**config.mk**
```make
export PLATFORM = sky130hd
export DESIGN_NAME = txdb_serial_tx
export DESIGN_NICKNAME = d
export VERILOG_FILES = /design/src/rtl/txdb_pkg.sv /design/src/rtl/txdb_rate_gen.sv /design/src/rtl/txdb_byte_pair.sv /design/src/rtl/txdb_serial_tx.sv
export SDC_FILE = /design/constraint.sdc
export NUM_CORES = 1
export LEC_CHECK = 0
export CAP_MARGIN = 20
export CORE_UTILIZATION = 45
export CTS_BUF_LIST = sky130_fd_sc_hd__clkbuf_2
export CTS_CLUSTER_SIZE = 16
export DETAILED_ROUTE_END_ITERATION = 6
export SKIP_LAST_GASP = 1
export SYNTH_ARGS = -nofsm -noshare
export SYNTH_HDL_FRONTEND = slang
export SYNTH_HIERARCHICAL = 1
export SYNTH_SLANG_ARGS = --single-unit
```
**constraint.sdc**
```tcl
create_clock -name clk -period 11 [get_ports clk]
set_input_delay 1.65 -clock clk [delete_from_list [all_inputs] [get_ports clk]]
set_output_delay 1.65 -clock clk [all_outputs]
set_load 0.02 [all_outputs]
```
**src/rtl/txdb_pkg.sv**
```systemverilog
package txdb_pkg;
    localparam int BYTE_W   = 8;
    localparam int IDX_W    = $clog2(BYTE_W);
    localparam int RATE_W   = 7;
    localparam int SLOW_MUL = 8;
    localparam int TICKS_W  = RATE_W + $clog2(SLOW_MUL) + 1;

    typedef logic [BYTE_W-1:0] byte_t;

    typedef struct packed {
        byte_t [1:0]      slot;
        logic  [1:0]      fill;
        logic  [IDX_W-1:0] idx;
        logic             ovr;
    } pair_st_t;

    function automatic logic [TICKS_W-1:0] ticks_per_bit(
        input logic [RATE_W-1:0] r,
        input logic              slow
    );
        logic [TICKS_W-1:0] base;
        base = TICKS_W'(r) + TICKS_W'(1);
        return slow ? base * TICKS_W'(SLOW_MUL) : base;
    endfunction
endpackage

```
**src/rtl/txdb_rate_gen.sv**
```systemverilog
module txdb_rate_gen
    import txdb_pkg::*;
#(
    parameter int BASE_DIV = 4
) (
    input  logic              clk,
    input  logic              rst_n,
    input  logic              run,
    input  logic [RATE_W-1:0] rate_r,
    input  logic              rate_slow,
    output logic              bit_end
);
    localparam int PRE_W = (BASE_DIV > 1) ? $clog2(BASE_DIV) : 1;
    localparam logic [PRE_W-1:0] PRE_LAST = PRE_W'(BASE_DIV - 1);

    typedef struct packed {
        logic [PRE_W-1:0]   pre;
        logic [TICKS_W-1:0] cnt;
    } rg_st_t;

    rg_st_t rg_d, rg_q;
    logic [TICKS_W-1:0] last_tick;
    logic               end_c;

    always_comb begin
        last_tick = ticks_per_bit(rate_r, rate_slow) - TICKS_W'(1);
        end_c     = run && (rg_q.pre == PRE_LAST) && (rg_q.cnt >= last_tick);
        rg_d      = rg_q;
        if (!run) begin
            rg_d = '0;
        end else if (rg_q.pre == PRE_LAST) begin
            rg_d.pre = '0;
            rg_d.cnt = end_c ? '0 : rg_q.cnt + TICKS_W'(1);
        end else begin
            rg_d.pre = rg_q.pre + PRE_W'(1);
        end
    end

    always_ff @(posedge clk or negedge rst_n) begin
        if (!rst_n) rg_q <= '0;
        else        rg_q <= rg_d;
    end

    assign bit_end = end_c;

    // a new run always starts from a cleared divider (fresh period)
    assert_fresh_start_R8: assert property (@(posedge clk) disable iff (!rst_n)
        $rose(run) |-> (rg_q == '0));

    // a bit is at least two clocks long, so strobes never touch
    assert_single_strobe_R2: assert property (@(posedge clk) disable iff (!rst_n)
        bit_end |=> !bit_end);
endmodule

```
**src/rtl/txdb_byte_pair.sv**
```systemverilog
module txdb_byte_pair
    import txdb_pkg::*;
#(
    parameter logic [BYTE_W-1:0] PRELOAD = 8'hAA
) (
    input  logic              clk,
    input  logic              rst_n,
    input  logic              en,
    input  logic              wr_en,
    input  logic [BYTE_W-1:0] wr_data,
    input  logic              bit_end,
    output logic              head_bit,
    output logic              busy,
    output logic              ready,
    output logic              overrun
);
    localparam logic [IDX_W-1:0] IDX_LAST = IDX_W'(BYTE_W - 1);

    pair_st_t bp_d, bp_q;
    logic     pop;

    always_comb begin
        bp_d = bp_q;
        pop  = bit_end && (bp_q.idx == IDX_LAST);
        if (!en) begin
            bp_d.slot[0] = PRELOAD;
            bp_d.slot[1] = PRELOAD;
            bp_d.fill    = 2'd2;
            bp_d.idx     = '0;
        end else begin
            if (bit_end) bp_d.idx = pop ? '0 : bp_q.idx + IDX_W'(1);
            if (pop) begin
                bp_d.slot[0] = bp_q.slot[1];
                bp_d.fill    = bp_q.fill - 2'd1;
            end
            if (wr_en) begin
                if (bp_q.fill != 2'd2) begin
                    if (bp_d.fill == 2'd0) bp_d.slot[0] = wr_data;
                    else                   bp_d.slot[1] = wr_data;
                    bp_d.fill = bp_d.fill + 2'd1;
                end else begin
                    bp_d.ovr = 1'b1;
                end
            end
        end
    end

    always_ff @(posedge clk or negedge rst_n) begin
        if (!rst_n) begin
            bp_q.slot[0] <= PRELOAD;
            bp_q.slot[1] <= PRELOAD;
            bp_q.fill    <= 2'd2;
            bp_q.idx     <= '0;
            bp_q.ovr     <= 1'b0;
        end else begin
            bp_q <= bp_d;
        end
    end

    assign head_bit = bp_q.slot[0][IDX_LAST - bp_q.idx];
    assign busy     = en && (bp_q.fill != 2'd0);
    assign ready    = en && (bp_q.fill != 2'd2);
    assign overrun  = bp_q.ovr;

    assert_preload_R9: assert property (@(posedge clk) disable iff (!rst_n)
        !en |=> (bp_q.fill == 2'd2 && bp_q.idx == '0 &&
                 bp_q.slot[0] == PRELOAD && bp_q.slot[1] == PRELOAD));

    assert_ovr_sticky_R7: assert property (@(posedge clk) disable iff (!rst_n)
        bp_q.ovr |=> bp_q.ovr);

    assert_full_drop_R7: assert property (@(posedge clk) disable iff (!rst_n)
        (en && wr_en && bp_q.fill == 2'd2 && !bit_end) |=> (bp_q.fill == 2'd2));
endmodule

```
**src/rtl/txdb_serial_tx.sv**
```systemverilog
module txdb_serial_tx
    import txdb_pkg::*;
#(
    parameter int                BASE_DIV = 4,
    parameter logic [BYTE_W-1:0] PRELOAD  = 8'hAA
) (
    input  logic              clk,
    input  logic              rst_n,
    input  logic              en,
    input  logic              wr_en,
    input  logic [BYTE_W-1:0] wr_data,
    input  logic [RATE_W-1:0] rate_r,
    input  logic              rate_slow,
    output logic              tx_bit,
    output logic              bit_stb,
    output logic              ready,
    output logic              overrun
);
    logic busy;
    logic head_bit;
    logic bit_end;

    txdb_rate_gen #(.BASE_DIV(BASE_DIV)) i_rate (
        .clk       (clk),
        .rst_n     (rst_n),
        .run       (busy),
        .rate_r    (rate_r),
        .rate_slow (rate_slow),
        .bit_end   (bit_end)
    );

    txdb_byte_pair #(.PRELOAD(PRELOAD)) i_pair (
        .clk      (clk),
        .rst_n    (rst_n),
        .en       (en),
        .wr_en    (wr_en),
        .wr_data  (wr_data),
        .bit_end  (bit_end),
        .head_bit (head_bit),
        .busy     (busy),
        .ready    (ready),
        .overrun  (overrun)
    );

    assign tx_bit  = busy && head_bit;
    assign bit_stb = bit_end;

    assert_stb_needs_data_R8: assert property (@(posedge clk) disable iff (!rst_n)
        bit_stb |-> (en && busy));
endmodule

```
# Word level (Yosys, flattened, before mapping)

Index checks and enable logic that the tools add are counted.

Reduce and logical (&&, ||, !) cells: 10
Equality and inequality tests: 8
Bitwise gates (word level): 1
Multiplexer cells: 16
$add $sub $neg: 8
Magnitude comparators: 2

Operators by type and width:

| kind                    | count |
|---|---|
| $mux W18                | 2 |
| $mux W11                | 3 |
| $mux W21                | 1 |
| $mux W10                | 2 |
| $mux W8                 | 2 |
| $mux W13                | 1 |
| $add A11 B1 Y11 const B | 1 |
| $ge A11 B11 Y1          | 1 |
| $sub A11 B1 Y11 const B | 1 |
| $add A7 B1 Y8 const B   | 1 |
| $ne A2 B1 Y1 const B    | 4 |
| $logic_and A1 B1 Y1     | 6 |
| $mux W3                 | 2 |
| $reduce_and A3 Y1       | 2 |
| $add A2 B1 Y2 const B   | 2 |
| $lt A3 B4 Y1 const B    | 1 |
| $ne A2 B2 Y1 const B    | 2 |
| $add A3 B1 Y3 const B   | 1 |
| $bmux W1 S3             | 1 |
| $eq A3 B3 Y1 const B    | 1 |
| $sub A3 B3 Y3 const A   | 1 |
| $eq A2 B2 Y1 const B    | 1 |
| $logic_not A2 Y1        | 1 |
| $mux W2                 | 1 |
| other kinds (4)         | 4 |

Logic and storage cells: 52
Output and inout bits: 4
Flip-flop bits (word level): 35

# Longest topological paths before layout

Gate-level depths: netlist of the first run.

Depth in word-level cells: 13
Mapped depth: 21

# Modules after synthesis

Netlist of the first run, hierarchy kept.

By module, submodules not included:

| module         | cells an instance | seq. area each (µm²) | instances | area each (µm²) |
|---|---|---|---|---|
| txdb_rate_gen  | 169               | 325.3                | 1         | 1,457.6 |
| txdb_byte_pair | 119               | 561.8                | 1         | 1,191.1 |
| txdb_serial_tx | 1                 | 0.0                  | 1         | 6.3 |

# Least setup slack after synthesis of the first run

No wires, ideal clock.

Path type: in2out
From: input rate_r[0]
To: output bit_stb
Cell stages on the path: 13
Path slack: 4.618 ns
Data arrival time: 4.732 ns
Cell sequence: ha_1 nand3_2 and3b_1 a2111oi_4 nand2_2 nor4b_4 mux2_1 ha_1 a21oi_1 o211ai_1 a2bb2oi_1 clkbuf_1 and3_1

Word-level cells in the longest chain between the ends: 5

Ends and longest elaborated chain:

| what                | line                 | source |
|---|---|---|
| start, declared     | txdb_serial_tx.sv:12 | `input logic [RATE_W-1:0] rate_r,` |
| $add A7 B1 Y8       | txdb_pkg.sv:22       | `base = TICKS_W'(r) + TICKS_W'(1);` |
| $mux W11            | txdb_pkg.sv:23       | `return slow ? base * TICKS_W'(SLOW_MUL) : base;` |
| $sub A11 B1 Y11     | txdb_rate_gen.sv:26  | `last_tick = ticks_per_bit(rate_r, rate_slow) - TICKS_W'(1);` |
| $ge A11 B11 Y1      | txdb_rate_gen.sv:27  | `end_c = run && (rg_q.pre == PRE_LAST) && (rg_q.cnt >= last_tick);` |
| $logic_and A1 B1 Y1 | txdb_rate_gen.sv:27  |  |
| end, declared       | txdb_serial_tx.sv:15 | `output logic bit_stb,` |

Every way passes these cells.

# Worst setup path in the final report of the first run

Same ends and word-level chain as after synthesis.

==> out/metrics.cfg, run 1 <==
[status]
status = finished, final reports clean

[synthesis]
yosys.area_share.simple = 0.239
syn_inst = 289
synth.avg_cell_area_um2 = 9.19
ys_warn_count = 6
synth-seq-cells = 35
netlist_top_cells_count = dfrtp_1, o21ai_0, nand2_1, ha_1, nor2_1
ys_types = 53
synthMuxAreaShare = 0.0518
synth_top_area_frac = 0.245
seq_area_frac_synth = 0.334
yosysMostFrequentCell = dfrtp_1
syn_area_um2 = 2660
synthFlopType = dfrtp_1
syn_nets = 329
yosys.area_share.adder = 0.0943
post-synth-top-area-cell = dfrtp_1
synth_compound_area_frac = 0.195
synth_edf_count = 0
synthTopCellsByArea = dfrtp_1, ha_1, dfstp_2
synth_top_family_by_area = simple AND/OR/NAND/NOR gates
synth_xor_area_frac = 0.0462
async_flop_share = 1.00

[global_routing]
grt_usage = 0.201
overflow = 0
grt_util_met2 = 0.319
antenna_found_initial = 0
grtUsageMet1 = 0.280
use_met3 = 0.0414
grt_busiest_layer = met2
grt_start_max_net_pins = 36
grt_pass1_wl_mm = 9.91
grt_pass1_vias = 2115

[pwr]
internal-power_uw = 195
power.share.switching = 0.295
power_switching_uw = 81.8
power_density_nw_per_um2 = 92.6
power_frac_seq = 0.480
p_clk_frac = 0.326
combinationalPowerShare = 0.194
power_leakage_nw = 1.26
ir_worst_vdd_uv = 44.7

[floorplan]
rows = 27
die_w_um = 78.8
dieArea_um2 = 6210
initial_core_util = 0.473
fp.dieH_um = 78.8
io_pins = 24
core_region_area_um2 = 5610

[cts]
cts_max_level = 2
clock_path_buffers = 2
clk_latency_ns = 0.40
cts.sinks = 35
cts_tree = built
path_clk_slew_ns = 0.21
post_cts_resized = 0
post_cts_buffers = 0
numCtsBuffers = 5
hold_buffers = 0
clockRootBuffer = clkbuf_2

[critical_path]
r2r-end = i_pair/bp_q[8]$_DFF_PN0_
max_stage_delay_ns = 0.70
cp-end-kind = primary output
cp_cell_sequence = clkdlybuf4s50_1 > ha_1 > nand3_2 > and3b_1 > a2111oi_4 > nand2_2 > nor4b_4 > mux2_1 > ha_1 > a21oi_1 > o211ai_1 > a2bb2oi_1 > buf_4 > and3_1 > clkdlybuf4s50_1
worst-setup-path-type = input port to primary output
cpMaxStageDelayCell = clkdlybuf4s50_1
worstReg2RegStart = i_rate/rg_q[4]$_DFFE_PN0P_
crit_arrival_ns = 6.30
cp-start-kind = input port
reg2regPathDepth = 12
path_delay_family = buffers and inverters
critical_path_required_ns = 9.35
worst-path-buf-inv = 3
rrSetupSlack_ns = 7.24
crit_fanout = 14

[hold_path]
timing.hold.worst_endpoint = i_rate/rg_q[11]$_DFF_PN0_
hp-start = i_rate/rg_q[11]$_DFF_PN0_
hold_class = flip-flop to flip-flop
whs_path_depth = 1

[sta]
tns_ns = 0
drv_slew = 0
rsz0062_at_grt = false
setup_violations = 0
finalCritPeriodShare = 0.723
fin_worst_skew_ns = 0.0110
max_freq_ghz = 0.126
hold_viol = 0
slew_headroom = 0.480
tightest_slew_ns = 0.778
period_needed_ns = 7.95

[routing]
drt_pass1_iterations = 4
drc = 0
drtIter0Drc = 76
drt_wl_total_mm = 5.61
drtAntennaViolNets = 0
vias = 2173
post_drt_wl_per_cell_um = 14.8
via_per_inst = 5.75

[cells_and_area]
fill_cells = 531
nets = 345
diodes = 0
syn2layout_area_growth_pct = 12.7
postLayoutCellArea_um2 = 2990
drive_gt1_frac = 0.101

[place]
place.gp.congestion = 0.861
io_buffers = 23
place_hpwl_mm = 4.11
placedInstanceArea_um2 = 2920

[job]
maxCapViolCount = 0

placed cells by master, fill, tap and decap left out, types with 8 or more instances in the layout:
cell type	synthesis	final
nor2_1	18	18
ha_1	20	20
dfrtp_1	26	26
clkdlybuf4s50_1	0	23
o21ai_0	25	25
nand3_1	13	13
xnor2_1	8	8
dfstp_2	9	9
and3b_1	8	8
and3_1	14	14
a21oi_1	11	11
nand2_1	22	22
worst register-to-register path: cells and delay by family, from the launching register on:
family	cells	cell delay, ns
adder cells (fa/ha/maj)	2	0.74
AO/OA/AOI/OAI	3	0.55
buffers and inverters	1	0.20
XOR/XNOR	1	0.31
AND/OR/NAND/NOR	5	1.39
flip-flops	1	0.50
area by class of cell:
type,instances,area [um2],area share
clock buffers,5,25.0,0.00836
clock inverters,3,47.5,0.0159
inverters,7,26.3,0.00878
multi-input cells,230,1660,0.556
flip-flops and latches,35,887,0.296
well taps,72,90.1,0.0301
repair buffers,26,253,0.0844
registers in the layout, indices dropped and copies added, names as in the netlist:
name and count:
i_pair/overrun 1, i_pair/bp_q 21, i_rate/rg_q 13
routing by layer:
metal	wire length [um]	share of wire	vias to the layer above
met1	2870	0.51	1031
met2	2480	0.44	39
met3	210	0.037	6
met4	50	0.0089	0
li1	-	-	1097
met5	0	0	-
power groups by stage:
stage	logic (mW)	registers (mW)	clock network, mW
after floorplan	0.0348	0.135	0
after global placement	0.0541	0.135	0
after detailed placement	0.0544	0.135	0
after CTS	0.0545	0.133	0.0951
after global routing	0.0610	0.133	0.100
final	0.0539	0.133	0.0904
metrics by stage:
step / total power, mW / utilization / instances / hold slack (ns) / setup WS, ns
floorplan: 0.169 / - / 289 / 0.414 / 4.62
global placement: 0.189 / 0.521 / 370 / 0.431 / 3.12
detailed placement: 0.189 / 0.521 / 370 / 0.446 / 3.07
CTS: 0.283 / 0.534 / 378 / 0.472 / 3.04
global route: 0.295 / 0.534 / 378 / 0.496 / 2.80
finish: 0.277 / 0.534 / 378 / 0.460 / 3.05
worst max path at each step:
stage	start	slack, ns	cells after the start	end
2_1_floorplan	rate_r[0]	4.62	13	bit_stb
4_1_cts	rate_r[0]	3.04	15	bit_stb
3_3_place_gp	rate_r[0]	3.12	15	bit_stb
6_report	rate_r[0]	3.05	15	bit_stb
5_1_grt	rate_r[0]	2.80	15	bit_stb
3_5_place_dp	rate_r[0]	3.07	15	bit_stb
logic make-up after synthesis:
| group | after synthesis |
|---|---|
| compound gates | 74 |
| xor+xnor | 14 |
| fa+ha+maj | 20 |
| buf+inv | 24 |
| flops | 35 |
| mux | 10 |
| simple gates | 112 |
Power figures use the tool's default switching activity.
==> inputs of run 2 (changes only) <==
==> constraint.sdc (replaced) <==
create_clock -name clk -period 7.64 [get_ports clk]
set_input_delay 1.146 -clock clk [delete_from_list [all_inputs] [get_ports clk]]
set_output_delay 1.146 -clock clk [all_outputs]
set_load 0.02 [all_outputs]
==> run 2 against run 1 <==
Effect of this change: cell area down 0.42%; sequential cell count unchanged; cell count up 0.79%; sequential power grew 44%; highest routed layer unchanged; utilization shrank 0.22 points; combinational power up 46%; die area did not move; clock skew is 0.0040 ns higher.
==> out/metrics.cfg, run 2 (same netlist as run 1, synthesis figures left out) <==
[status]
status = finished, final reports clean

[hold_path]
hold_class = flip-flop to flip-flop
timing.hold.worst_endpoint = i_rate/rg_q[11]$_DFF_PN0_
hp-start = i_rate/rg_q[11]$_DFF_PN0_
whs_path_depth = 1

[cells_and_area]
nets = 348
max_flop_register = i_pair/bp_q
fin_cells = 381
largest_reg_flops = 21
fill_cells = 567
diodes = 0
fin_util = 0.531
final_common_cell = dfrtp_1
final_cell_mix = dfrtp_1, o21ai_0, clkdlybuf4s50_1
syn2layout_area_growth_pct = 12.3
drive_gt1_frac = 0.104

[routing]
wl_met3_um = 166
drc = 0
route.top_layer_used = met4
drtAntennaViolNets = 0
met2_wirelength_mm = 2.48
via_per_inst = 5.79
vias = 2207
drt_pass1_iterations = 6
drtIter0Drc = 93
drt_wl_total_mm = 5.72
wl_met1_mm = 3.03
post_drt_wl_per_cell_um = 15.0

[critical_path]
reg2regPathDepth = 15
worstReg2RegStart = i_rate/rg_q[0]$_DFFE_PN0P_
crit_fanout = 14
r2r-end = i_pair/bp_q[16]$_DFFE_PN0P_
path_delay_family = buffers and inverters
crit_arrival_ns = 5.62
max_stage_delay_ns = 0.62
cp_cell_sequence = clkdlybuf4s50_1 > ha_1 > nand3_2 > and3b_1 > a2111oi_4 > nand2_2 > nor4b_4 > mux2_1 > ha_1 > a21oi_1 > o211ai_1 > a2bb2oi_1 > buf_4 > and3_1 > buf_4 > clkdlybuf4s50_1
worst-setup-path-type = input port to primary output
cp-start-kind = input port
cpMaxStageDelayCell = clkdlybuf4s50_1
critical_path_required_ns = 6.49
rrSetupSlack_ns = 4.03
cp-end-kind = primary output
worst-path-buf-inv = 4

[floorplan]
core_region_area_um2 = 5610
initial_core_util = 0.473
io_pins = 24
dieArea_um2 = 6210
die_w_um = 78.8
fp.dieH_um = 78.8
rows = 27

[global_routing]
antenna_found_initial = 0
grt_usage = 0.199
overflow = 0
grt_pass1_vias = 2099
grt_start_max_net_pins = 36
grt_pass1_wl_mm = 9.83

[sta]
tightest_slew_ns = 0.717
tns_ns = 0
finalCritPeriodShare = 0.886
fin_worst_skew_ns = 0.0150
slew_headroom = 0.518
rsz0062_at_grt = false
setup_violations = 0
period_needed_ns = 6.77
drv_slew = 0
max_freq_ghz = 0.148
hold_viol = 0

[place]
place.gp.congestion = 0.829
io_buffers = 23
numPlacedInstances = 373
place_hpwl_mm = 4.14

[cts]
hold_buffers = 0
clk_latency_ns = 0.37
cts_tree = built
clockRootBuffer = clkbuf_2
path_clk_slew_ns = 0.19
cts.sinks = 35
post_cts_buffers = 0
clock_path_buffers = 2
post_cts_resized = 0
cts_max_level = 2
numCtsBuffers = 5

[job]
maxCapViolCount = 0

[pwr]
power_density_nw_per_um2 = 119
ir_worst_vdd_uv = 81.4
power_leakage_nw = 1.26

-- run 2: power by group --
group	switching (mW)	leakage [nW]	total (mW)	internal [mW]
clock network	0.0622	0.0281	0.0843	0.0221
logic	0.0430	0.778	0.0789	0.0359
registers	0.00263	0.450	0.191	0.189
-- run 2: area by class of cell --
class / instances / area, um2 / area share
Inverter: 7 / 26.3 / 0.00882
Timing Repair Buffer: 29 / 275 / 0.0924
Clock buffer: 6 / 30.0 / 0.0101
Clock inverter: 2 / 7.51 / 0.00252
Tap cell: 72 / 90.1 / 0.0302
Multi-Input combinational cell: 230 / 1660 / 0.558
Sequential cell: 35 / 887 / 0.298
-- run 2: stage by stage --
stage | instance area, um2 | power, mW | hold slack, ns | setup slack [ns]
CTS | 2980 | 0.360 | 0.465 | 0.878
detailed placement | 2940 | 0.274 | 0.442 | 0.879
global route | 2980 | 0.376 | 0.476 | 0.667
floorplan | 2660 | 0.244 | 0.414 | 1.95
global placement | 2940 | 0.273 | 0.429 | 1.00
finish | 2980 | 0.355 | 0.457 | 0.874
-- run 2: layer usage --
metal / track usage / vias up
met3: 0.0345 / 4
met4: 0.0436 / 0
met5: 0 / -
li1: - / 1094
met2: 0.316 / 26
met1: 0.282 / 1083
-- run 2: worst max-delay path by stage --
stage / depth (start not counted) / end / start
final: 16 / bit_stb / rate_r[0]
after global routing: 16 / bit_stb / rate_r[0]
after CTS: 16 / bit_stb / rate_r[0]
after detailed placement: 21 / i_pair/bp_q[16]$_DFFE_PN0P_ / rate_r[0]
after global placement: 16 / bit_stb / rate_r[0]
after floorplan: 20 / i_pair/bp_q[14]$_DFFE_PN0P_ / rate_r[0]
==> inputs of run 3 (changes only) <==
--- a/config.mk
+++ b/config.mk
@@ -5,11 +5,13 @@
 export SDC_FILE = /design/constraint.sdc
 export NUM_CORES = 1
 export LEC_CHECK = 0
+export ABC_AREA = 1
 export CAP_MARGIN = 20
-export CORE_UTILIZATION = 45
+export CORE_UTILIZATION = 60
 export CTS_BUF_LIST = sky130_fd_sc_hd__clkbuf_2
 export CTS_CLUSTER_SIZE = 16
 export DETAILED_ROUTE_END_ITERATION = 6
+export PLACE_DENSITY = 0.82
 export SKIP_LAST_GASP = 1
 export SYNTH_ARGS = -nofsm -noshare
 export SYNTH_HDL_FRONTEND = slang
==> run 3 against run 2 <==
Effect of this change: clock power rose by 7.4%; sequential share of layout area down 0.54 points; via count up 13%; cell count increased by 23%; power up 5.3%; area after synthesis is 3.2% higher; critical path type unchanged; sequential power is 3% higher; register-to-register slack worse by 0.09 ns.
==> out/metrics.cfg, run 3 <==
[cells_and_area]
drive_gt1_frac = 0.101
largest_reg_flops = 21
max_flop_register = i_pair/bp_q
nets = 454
diodes = 0
postLayoutCellArea_um2 = 3040
fin_cells = 467
syn2layout_area_growth_pct = 10.8
final_common_cell = nand2_1
final_cell_mix = nand2_1, inv_1, nor2_1

[job]
maxCapViolCount = 0

[floorplan]
dieArea_um2 = 4840
rows = 24
core_region_area_um2 = 4380
die_w_um = 69.6
initial_core_util = 0.625
io_pins = 24
fp.dieH_um = 69.6

[place]
dp_slack_ns = 1.27
place_hpwl_mm = 4.28
io_buffers = 23
place.gp.congestion = 0.868
numPlacedInstances = 459
placedInstanceArea_um2 = 2990

[status]
status = finished, final reports clean

[global_routing]
grt_pass1_wl_mm = 9.92
grt_start_max_net_pins = 36
grt_usage = 0.252
overflow = 0
antenna_found_initial = 0
grt_pass1_vias = 2302

[routing]
vias = 2490
post_drt_wl_per_cell_um = 12.0
drt_wl_total_mm = 5.58
drc = 0
drt_pass1_iterations = 4
via_per_inst = 5.33
drtIter0Drc = 168
drtAntennaViolNets = 0

[sta]
finalCritPeriodShare = 0.833
rsz0062_at_grt = false
max_freq_ghz = 0.157
fin_worst_skew_ns = 0.0163
setup_violations = 0
setup_slack_ns = 1.28
period_needed_ns = 6.36
hold_viol = 0
tns_ns = 0
slew_headroom = 0.530
drv_slew = 0
tightest_slew_ns = 0.702

[cts]
post_cts_buffers = 0
clock_path_buffers = 2
clk_latency_ns = 0.40
clockRootBuffer = clkbuf_2
cts_tree = built
hold_buffers = 0
cts.sinks = 35
numCtsBuffers = 5
cts_max_level = 2
post_cts_resized = 0
path_clk_slew_ns = 0.18

[synthesis]
yosysMostFrequentCell = nand2_1
seq_area_frac_synth = 0.324
synth_top_area_frac = 0.238
ys_types = 34
ys_warn_count = 6
synthFlopType = dfrtp_1
synth.avg_cell_area_um2 = 7.04
syn_inst = 389
synthTopCellsByArea = dfrtp_1, nand2_1, ha_1
synth_edf_count = 0
syn_area_um2 = 2740
async_flop_share = 1.00
post-synth-top-area-cell = dfrtp_1
netlist_top_cells_count = nand2_1, inv_1, nor2_1, nand3_1, dfrtp_1
synth-seq-cells = 35
syn_nets = 429

[critical_path]
critical_path_required_ns = 6.49
worst-setup-path-type = input port to primary output
reg2regPathDepth = 19
crit_arrival_ns = 5.22
crit_fanout = 9
cp-end-kind = primary output
rrSetupSlack_ns = 3.94
cp-start-kind = input port

[pwr]
power_leakage_nw = 1.59
power_density_nw_per_um2 = 123
ir_worst_vdd_uv = 90.3
power.total_uw = 373

[hold_path]
whs_path_depth = 1
hold_class = flip-flop to flip-flop

-- run 3: cell count changes after synthesis, moves of 6 or more --
cell / change
nand2_1: +105
inv_1: +41
nand3_1: +19
nor2_1: +18
and3_1: -14
o21ai_0: -11
clkbuf_1: -9
and3b_1: -8
a211oi_1: -7
a32o_1: -7
nand4_1: +7
xnor2_1: -6
-- run 3: worst max-delay path, stage by stage --
cell and delay, ns:
clkdlybuf4s50_1 0.59, ha_1 0.27, nand3_1 0.15, nand2_1 0.12, nand3_2 0.10, nand2_4 0.09, nand3_2 0.10, nor2_4 0.13
nand3_1 0.08, nand2_1 0.06, nand2_1 0.05, ha_1 0.29, nand2_1 0.07, nor2_1 0.15, nand3_1 0.09, nand3_1 0.08
nand2b_1 0.29, inv_1 0.13, nor2_1 0.48, clkdlybuf4s50_1 0.72
-- run 3: logic make-up after synthesis --
| family | Yosys count | share of synthesized area |
|---|---|---|
| xor gates and xnor gates | 9 | 0.0288 |
| AOI/OAI and AO/OA | 33 | 0.0713 |
| buffers and inverters | 55 | 0.0850 |
| adders and majority gates | 20 | 0.0914 |
| and+or+nand+nor | 237 | 0.400 |
| DFF | 35 | 0.324 |
-- run 3: cell type report --
class	instances	area, um2
Multi-Input combinational cell	299	1620
Fill cell	392	1350
Sequential cell	35	887
Timing Repair Buffer	24	238
Inverter	49	184
Tap cell	52	65.1
Clock buffer	6	30.0
Clock inverter	2	12.5
-- run 3: metrics by stage --
stage | utilization | hold WS, ns
finish | 0.692 | 0.449
global route | 0.692 | 0.472
CTS | 0.692 | 0.458
detailed placement | 0.683 | 0.436
global placement | 0.683 | 0.429
floorplan | - | 0.413
-- run 3: path summary, 6_finish.rpt --
path	end	start
max	bit_stb	rate_r[0]
max reg2reg	i_pair/bp_q[20]$_DFFE_PN0P_	i_rate/rg_q[2]$_DFFE_PN0P_
min in group asynchronous	i_pair/overrun$_DFFE_PN0P_	rst_n
max in group asynchronous	i_pair/bp_q[11]$_DFF_PN1_	rst_n
min reg2reg	i_rate/rg_q[11]$_DFF_PN0_	i_rate/rg_q[11]$_DFF_PN0_
min	i_rate/rg_q[11]$_DFF_PN0_	i_rate/rg_q[11]$_DFF_PN0_
-- run 3: report_power, final --
group	switching (mW)	leakage, nW	internal [mW]
Combinational	0.0521	1.12	0.0333
Clock	0.0671	0.0290	0.0233
Sequential	0.00398	0.449	0.193
Total	0.123	1.59	0.250
-- run 3: per-layer routing --
layer / share of wire / up-vias / track usage
li1: - / 1296 / -
met1: 0.48 / 1141 / 0.349
met2: 0.47 / 43 / 0.400
met3: 0.030 / 10 / 0.0436
met4: 0.017 / 0 / 0.0794
met5: 0 / - / 0
